==> src/rtl/rsk_pkg.sv <==
`timescale 1ns/1ps
package rsk_pkg;
   typedef enum logic [1:0] {
      RSK_IDLE = 2'b00,
      RSK_PUSH = 2'b01,
      RSK_POP  = 2'b10,
      RSK_SWAP = 2'b11
   } rsk_op_e;

   function automatic rsk_op_e rsk_decode(input logic push, input logic pop);
      rsk_decode = rsk_op_e'({pop, push});
   endfunction
endpackage

==> src/rtl/rsk_ctrl.sv <==
`timescale 1ns/1ps
module rsk_ctrl
   import rsk_pkg::*;
#(
   parameter int DEPTH = 30,
   localparam int PTR_W = (DEPTH > 1) ? $clog2(DEPTH) : 1,
   localparam int CNT_W = $clog2(DEPTH + 1)
) (
   input  logic             clk,
   input  logic             rst,
   input  rsk_op_e          op_i,
   input  logic             bounded_i,
   output logic             wr_en_o,
   output logic [PTR_W-1:0] wr_idx_o,
   output logic [PTR_W-1:0] rd_idx_o,
   output logic [CNT_W-1:0] cnt_o,
   output logic             fault_o
);
   localparam bit POW2 = ((1 << PTR_W) == DEPTH);
   localparam logic [CNT_W-1:0] CNT_FULL = CNT_W'(DEPTH);

   logic [PTR_W-1:0] head_q, head_d, head_inc, head_dec;
   logic [CNT_W-1:0] cnt_q, cnt_d;
   logic             fault_q, fault_d;
   logic             full, empty;

   generate
      if (POW2) begin : g_ring_pow2
         assign head_inc = head_q + 1'b1;
         assign head_dec = head_q - 1'b1;
      end else begin : g_ring_mod
         assign head_inc = (head_q == PTR_W'(DEPTH - 1)) ? '0 : head_q + 1'b1;
         assign head_dec = (head_q == '0) ? PTR_W'(DEPTH - 1) : head_q - 1'b1;
      end
   endgenerate

   assign full  = (cnt_q == CNT_FULL);
   assign empty = (cnt_q == '0);

   always_comb begin
      head_d   = head_q;
      cnt_d    = cnt_q;
      fault_d  = 1'b0;
      wr_en_o  = 1'b0;
      wr_idx_o = head_q;
      case (op_i)
         RSK_PUSH: begin
            if (bounded_i && full) begin
               fault_d = 1'b1;
            end else begin
               wr_en_o = 1'b1;
               head_d  = head_inc;
               cnt_d   = full ? cnt_q : cnt_q + 1'b1;
            end
         end
         RSK_POP: begin
            if (bounded_i && empty) begin
               fault_d = 1'b1;
            end else begin
               head_d = head_dec;
               cnt_d  = empty ? cnt_q : cnt_q - 1'b1;
            end
         end
         RSK_SWAP: begin
            if (bounded_i && empty) begin
               fault_d = 1'b1;
            end else begin
               wr_en_o  = 1'b1;
               wr_idx_o = head_dec;
            end
         end
         default: ;
      endcase
   end

   always_ff @(posedge clk) begin
      if (rst) begin
         head_q  <= '0;
         cnt_q   <= '0;
         fault_q <= 1'b0;
      end else begin
         head_q  <= head_d;
         cnt_q   <= cnt_d;
         fault_q <= fault_d;
      end
   end

   assign rd_idx_o = head_dec;
   assign cnt_o    = cnt_q;
   assign fault_o  = fault_q;
endmodule

==> src/rtl/rsk_store.sv <==
`timescale 1ns/1ps
module rsk_store #(
   parameter int ADDR_W = 12,
   parameter int DEPTH  = 30,
   localparam int PTR_W = (DEPTH > 1) ? $clog2(DEPTH) : 1
) (
   input  logic              clk,
   input  logic              wr_en_i,
   input  logic [PTR_W-1:0]  wr_idx_i,
   input  logic [ADDR_W-1:0] wr_data_i,
   input  logic [PTR_W-1:0]  rd_idx_i,
   output logic [ADDR_W-1:0] rd_data_o
);
   logic [ADDR_W-1:0] slot_q [DEPTH];

   always_ff @(posedge clk) begin
      if (wr_en_i) slot_q[wr_idx_i] <= wr_data_i;
   end

   assign rd_data_o = slot_q[rd_idx_i];
endmodule

==> src/rtl/call_ret_stack.sv <==
`timescale 1ns/1ps
module call_ret_stack
   import rsk_pkg::*;
#(
   parameter int ADDR_W = 12,
   parameter int DEPTH  = 30,
   localparam int PTR_W = (DEPTH > 1) ? $clog2(DEPTH) : 1,
   localparam int CNT_W = $clog2(DEPTH + 1)
) (
   input  logic              clk,
   input  logic              rst,
   input  logic              push_i,
   input  logic              pop_i,
   input  logic [ADDR_W-1:0] push_addr_i,
   input  logic              bounded_i,
   output logic [ADDR_W-1:0] top_addr_o,
   output logic [CNT_W-1:0]  depth_o,
   output logic              fault_rst_o
);
   generate
      if (DEPTH < 2) begin : g_bad_depth
         $error("call_ret_stack: DEPTH must be at least 2");
      end
      if (ADDR_W < 1) begin : g_bad_width
         $error("call_ret_stack: ADDR_W must be at least 1");
      end
   endgenerate

   rsk_op_e          op;
   logic             wr_en;
   logic [PTR_W-1:0] wr_idx, rd_idx;

   assign op = rsk_decode(push_i, pop_i);

   rsk_ctrl #(.DEPTH(DEPTH)) u_ctrl (
      .clk       (clk),
      .rst       (rst),
      .op_i      (op),
      .bounded_i (bounded_i),
      .wr_en_o   (wr_en),
      .wr_idx_o  (wr_idx),
      .rd_idx_o  (rd_idx),
      .cnt_o     (depth_o),
      .fault_o   (fault_rst_o)
   );

   rsk_store #(.ADDR_W(ADDR_W), .DEPTH(DEPTH)) u_store (
      .clk       (clk),
      .wr_en_i   (wr_en),
      .wr_idx_i  (wr_idx),
      .wr_data_i (push_addr_i),
      .rd_idx_i  (rd_idx),
      .rd_data_o (top_addr_o)
   );
endmodule

==> config.mk <==
export PLATFORM = sky130hd
export DESIGN_NAME = call_ret_stack
export DESIGN_NICKNAME = d
export VERILOG_FILES = /design/src/rtl/rsk_pkg.sv /design/src/rtl/rsk_ctrl.sv /design/src/rtl/rsk_store.sv /design/src/rtl/call_ret_stack.sv
export SDC_FILE = /design/constraint.sdc
export NUM_CORES = 1
export LEC_CHECK = 0
export BUFFER_PORTS_ARGS = -buffer_cell sky130_fd_sc_hd__buf_4
export CORE_MARGIN = 4
export CORE_UTILIZATION = 30
export DETAILED_ROUTE_END_ITERATION = 10
export RECOVER_POWER = 25
export SYNTH_ARGS = -nofsm -noshare
export SYNTH_HDL_FRONTEND = slang
export SYNTH_SLANG_ARGS = --single-unit
export TNS_END_PERCENT = 1
==> constraint.sdc <==
create_clock -name clk -period 4.4 [get_ports clk]
set_clock_uncertainty 0.1 [all_clocks]
set_input_delay 0.88 -clock clk [delete_from_list [all_inputs] [get_ports clk]]
set_output_delay 0.88 -clock clk [all_outputs]
set_load 0.02 [all_outputs]
[Word level (Yosys, flattened, before mapping)]
Memory sizes are Yosys's and may differ from the RTL's.
Index checks and enable logic that the tools add are counted.
Storage, ports and cells
  memories: 1
  bits in writable memories: 360
  flip-flop bits (word level): 11
  output and inout bits: 18
  bits of input ports: 17
  word-level logic and storage cells: 44
Memory list
  u_store.slot_q: depth 30, width 12, read ports 1, clocked after Yosys merged registers in 0, write ports 1, RTL line rsk_store.sv:14  | logic [ADDR_W-1:0] slot_q [DEPTH];
Operators by class
  reductions and logical operators: 8
  mux-type cells: 19
  add/sub/neg operators: 4
  equal/unequal tests: 9
Operators by type and width (count)
  $mux W5: 9
  $pmux W5 S2: 2
  $add A5 B1 Y5 const B: 2
  $eq A5 B5 Y1 const B: 2
  $logic_not A5 Y1: 2
  $sub A5 B1 Y5 const B: 2
  $ne A2 B2 Y1 const B: 4
  $mux W1: 6
  $reduce_and A5 Y1: 1
  $eq A2 B2 Y1 const B: 2
  $pmux W1 S2: 2
  $eq A2 B1 Y1 const B: 1
  $logic_and A1 B1 Y1: 2
  $reduce_and A2 Y1: 1
  $reduce_bool A2 Y1: 1
  $reduce_or A2 Y1: 1

[Longest topological paths before layout]
  depth after elaboration: 6
  gate-level depth with buffers: 13
  depth with buffers taken out: 10

[Modules after synthesis]
From an unflattened synthesis, not the netlist that was laid out.
Second synthesis, totals
  cells, all modules: 789
  area, all modules: 15168.3 um^2
By module, submodules not included
  rsk_store: cells an instance 664, times used 1, area an instance 14163.6 um^2
  rsk_ctrl: cells an instance 125, times used 1, area an instance 1004.7 um^2

[Worst setup path after synthesis]
Ideal clock, no wire load.
  kind: flip-flop to output port
  start point: register u_ctrl.head_q[0]
  end point: output port top_addr_o[10]
  slack: 379 ps
  data arrival time: 3041 ps
  cell stages (with the launch flop): 14
  data required time: 3420 ps
  cell sequence: dfxtp_1 buf_4 inv_2 clkbuf_1 ha_1 buf_4 xnor2_1 buf_2 buf_1 nand2_1 nand3_1 a21oi_1 o211a_1 nor4_1
On the way
  cells in the longest elaborated chain, start to end: 3
Ends and longest elaborated chain
  start: declaration: RTL line rsk_ctrl.sv:22  | logic [PTR_W-1:0] head_q, head_d, head_inc, head_dec;
  start signal: assignment: RTL line rsk_ctrl.sv:78  | head_q <= '0;
  start signal: assignment: RTL line rsk_ctrl.sv:82  | head_q <= head_d;
  $sub A5 B1 Y5 / $logic_not A5 Y1 (equally long branches): RTL line rsk_ctrl.sv:33  | assign head_dec = (head_q == '0) ? PTR_W'(DEPTH - 1) : head_q - 1'b1;
  $mux W5 *: RTL line rsk_ctrl.sv:33
  $mem_v2 Z30 W12 *
  end: declaration: RTL line call_ret_stack.sv:16  | output logic [ADDR_W-1:0] top_addr_o,
Every way passes the cells marked *; elsewhere a longest branch is shown, timed or not.

[Worst setup path in the final report]
  start point: register u_ctrl.head_q[1]
  end point: output port top_addr_o[1]
Same word-level chain as after synthesis.

==> impl_metrics.env <==
export IMPL_status="finished with violations"
export IMPL_failed_checks="capacitance limit, slew limit"
export IMPL_place_area_mm2=0.0172
export IMPL_setup_violations_final=0
export IMPL_wl_per_cell_um=24.0
export IMPL_fin_crit_sh_pct=98.4
export IMPL_die_height_um=237
export IMPL_ios=35
export IMPL_fmax_mhz=231
export IMPL_worst_hold_slack_ps=478
export IMPL_postCtsHoldBufs=0
export IMPL_synth_top_cell_by_area="edfxtp_1"
export IMPL_crit_arrival_ps=3350
export IMPL_synth_seq_area_share_pct=70.2
export IMPL_period_minus_slack_ps=4330
export IMPL_intPower_uw=6330
export IMPL_final_cells=1929
export IMPL_die_area_mm2=0.0561
export IMPL_ys_ff_latch=371
export IMPL_combPwrFrac_pct=21.2
export IMPL_worstSetupEndpointType="primary output"
export IMPL_async_reset_ff_share_pct=0
export IMPL_synth_main_ff_cell="edfxtp_1"
export IMPL_num_vias=10500
export IMPL_avgSynthCellArea_um2=13.9
export IMPL_reg2regPathDepth=8
export IMPL_viasPerCell=5.44
export IMPL_grt_overflow=0
export IMPL_ant_nets=0
export IMPL_drt_first_iter_violations=1368
export IMPL_netlist_area_leader_share_pct=68.8
export IMPL_cts_max_path_buffers=3
export IMPL_clock_power_share_pct=34.8
export IMPL_critical_path_class="reg2out"
export IMPL_cts_tree="yes"
export IMPL_synth_area_mm2=0.0157
export IMPL_start_util_pct=30.4
export IMPL_switching_power_uw=2690
export IMPL_syn_num_nets=1160
export IMPL_fillers=4880
export IMPL_rows=83
export IMPL_reg2reg_to="u_store.slot_q[9][4]$_DFFE_PP_"
export IMPL_gp_congestion=0.830
export IMPL_grt_pass1_vias=9954
export IMPL_cts_sinks=371
export IMPL_ir_drop_mv=0.351
export IMPL_grt_pass1_wl_mm=67.3
export IMPL_cp_data_required_time_ps=3420
export IMPL_slew_headroom_pct=-6.74
export IMPL_dp_cells=1844
export IMPL_antenna_found_initial=0
export IMPL_cts_buffers=40
export IMPL_ys_types=74
export IMPL_hpwl_mm=27.6
export IMPL_dp_slack_ps=288
export IMPL_rrSetupSlack_ps=760
export IMPL_core_area_mm2=0.0516
export IMPL_slew_violations=94
export IMPL_grt_max_degree=49
export IMPL_final_common_cell="edfxtp_1"
export IMPL_cap_violations=3
export IMPL_final_cell_mix="edfxtp_1, nand2_1, buf_4"
export IMPL_power_density_mw_per_mm2=483
export IMPL_clk_pin_slew_ps=60
export IMPL_hold_end="u_ctrl.head_q[3]$_SDFFE_PP0P_"
export IMPL_rsz0062_at_grt="true"
export IMPL_ys_warnings_count=0
export IMPL_synth_edff_count=360
export IMPL_path_max_fanout=28
export IMPL_sw_frac_of_total_pct=29.9
export IMPL_synth_area_top_cells="edfxtp_1, nand2_1, mux2i_1"
export IMPL_io_buffers=34
export IMPL_p_leak_uw=0.00608
export IMPL_drive_gt1_share_pct=18.8
export IMPL_nNetsFinal=1243
export IMPL_totalWireLength_mm=46.2
export IMPL_whs_path_depth=2
export IMPL_cts_max_level=2
export IMPL_first_pass_iters=5
export IMPL_drc=0
export IMPL_startpoint_type="flop"
export IMPL_hold_path_class="reg2reg"
export IMPL_setup_ws_ps=69.7
export IMPL_finalHoldViolations=0
export IMPL_synthCells=1132
export IMPL_die_width_um=237
export IMPL_min_delay_start="u_ctrl.head_q[3]$_SDFFE_PP0P_"
export IMPL_area_growth_pct=18.9
export IMPL_tightest_slew_ps=1600
export IMPL_grtUsageTotal_pct=15.8
export IMPL_r2r_start="u_ctrl.head_q[4]$_SDFFE_PP0P_"
export IMPL_clock_latency_ps=560
export IMPL_seqPwrFrac_pct=44.0
export IMPL_stdcell_area_mm2=0.0187
export IMPL_clock_root_buffer="clkbuf_16"
-- timing repair --
action,4_1_cts,5_1_grt
setup endpoints to repair,12,12
buffers inserted,0,6
gates resized for setup,20,13
cloned,2,1
pin swaps,0,4
-- sequential cells by signal, summed over array words and instances (netlist names) --
signal	flops
u_store.slot_q	360
u_ctrl.cnt_o	5
u_ctrl.fault_o	1
u_ctrl.head_q	5
-- worst max-delay path: stages, from the launching register on --
cell and delay, ps:
dfxtp_1 320, inv_1 130, ha_4 200, or4b_4 560, nand2_2 180, buf_12 240
o21ai_0 220, o221ai_1 270, o31ai_1 190, a22oi_2 250, buf_4 200
-- cell type report --
| type | count | area (um2) | share of cell area, % |
|---|---|---|---|
| Multi-Input combinational cell | 671 | 4440 | 23.8 |
| Clock buffer | 49 | 1030 | 5.54 |
| Antenna cell | 2 | 5.00 | 0.0268 |
| Timing Repair Buffer | 119 | 1070 | 5.73 |
| Inverter | 12 | 45.0 | 0.241 |
| Sequential cell | 371 | 11000 | 59.1 |
| Tap cell | 680 | 851 | 4.56 |
| Clock inverter | 25 | 193 | 1.03 |
-- stage by stage --
step,util (%),total power (uW),setup TNS [ps]
floorplan,-,5010,0
global placement,33.3,5780,0
detailed placement,33.3,5800,0
CTS,35.9,9010,-164
global route,36.2,9340,-99.1
finish,36.2,9020,0
-- worst max-delay path by stage --
stage | startpoint | to | slack [ps] | cells past startpoint
after floorplan | u_ctrl.head_q[0]$_SDFFE_PP0P_ | top_addr_o[10] | 380 | 13
after global placement | u_ctrl.head_q[1]$_SDFFE_PP0P_ | top_addr_o[10] | 350 | 12
after detailed placement | u_ctrl.head_q[1]$_SDFFE_PP0P_ | top_addr_o[10] | 290 | 12
after CTS | u_ctrl.head_q[1]$_SDFFE_PP0P_ | top_addr_o[10] | -70 | 12
after global routing | u_ctrl.head_q[1]$_SDFFE_PP0P_ | top_addr_o[7] | -40 | 10
final | u_ctrl.head_q[1]$_SDFFE_PP0P_ | top_addr_o[1] | 70 | 10
-- synth_stat cells, drive strengths merged (3+ instances only) --
library cell and n:
o2111ai 4, and2 3, a22oi 6, dfxtp 11
a32oi 6, buf 45, mux4 4, and3 9
nor4 7, a2111oi 8, mux2 18, o221ai 12
clkbuf 33, edfxtp 360, a21oi 51, o32ai 4
o22a 4, a31oi 16, ha 10, nor3 16
mux2i 41, a211oi 21, o211ai 12, o311ai 6
nand4 4, nor2 70, o21ai 41, xnor2 4
inv 11, a221oi 6, nand2 156, nand3 31
o22ai 15, o311a 3, nand2b 10, xor2 3
o31ai 7, nor2b 19, a21boi 3, a311oi 17
-- power groups by stage --
stage          sequential [uW]  combinational (uW)  clock [uW]
2_1_floorplan             4040                 971           0
3_3_place_gp              4040                1740           0
3_5_place_dp              4040                1760           0
4_1_cts                   3970                1850        3200
5_1_grt                   3970                2020        3350
6_report                  3970                1910        3140
-- layer usage --
metal  global-route usage, %  vias up  part of all wire (%)
met5                       0        -                     0
met4                    4.49        0                   2.6
met2                    24.3      527                    45
li1                        -     4561                     -
met1                    22.8     5313                    43
met3                    3.46       85                   8.8
-- kinds of logic (layout without fill, tap and decap cells) --
kind of cell    count (synthesis)  in the layout  synth area share, %
compound gates                256            256                 11.5
simple gates                  334            334                 9.69
buf+inv                        90            205                 2.68
xor+xnor                        7              7                0.510
other cells                     0              2                    0
flops                         371            371                 70.2
fa+ha+maj                      11             11                0.924
mux                            63             63                 4.50
No activity file was read; power rests on OpenSTA's default activity.
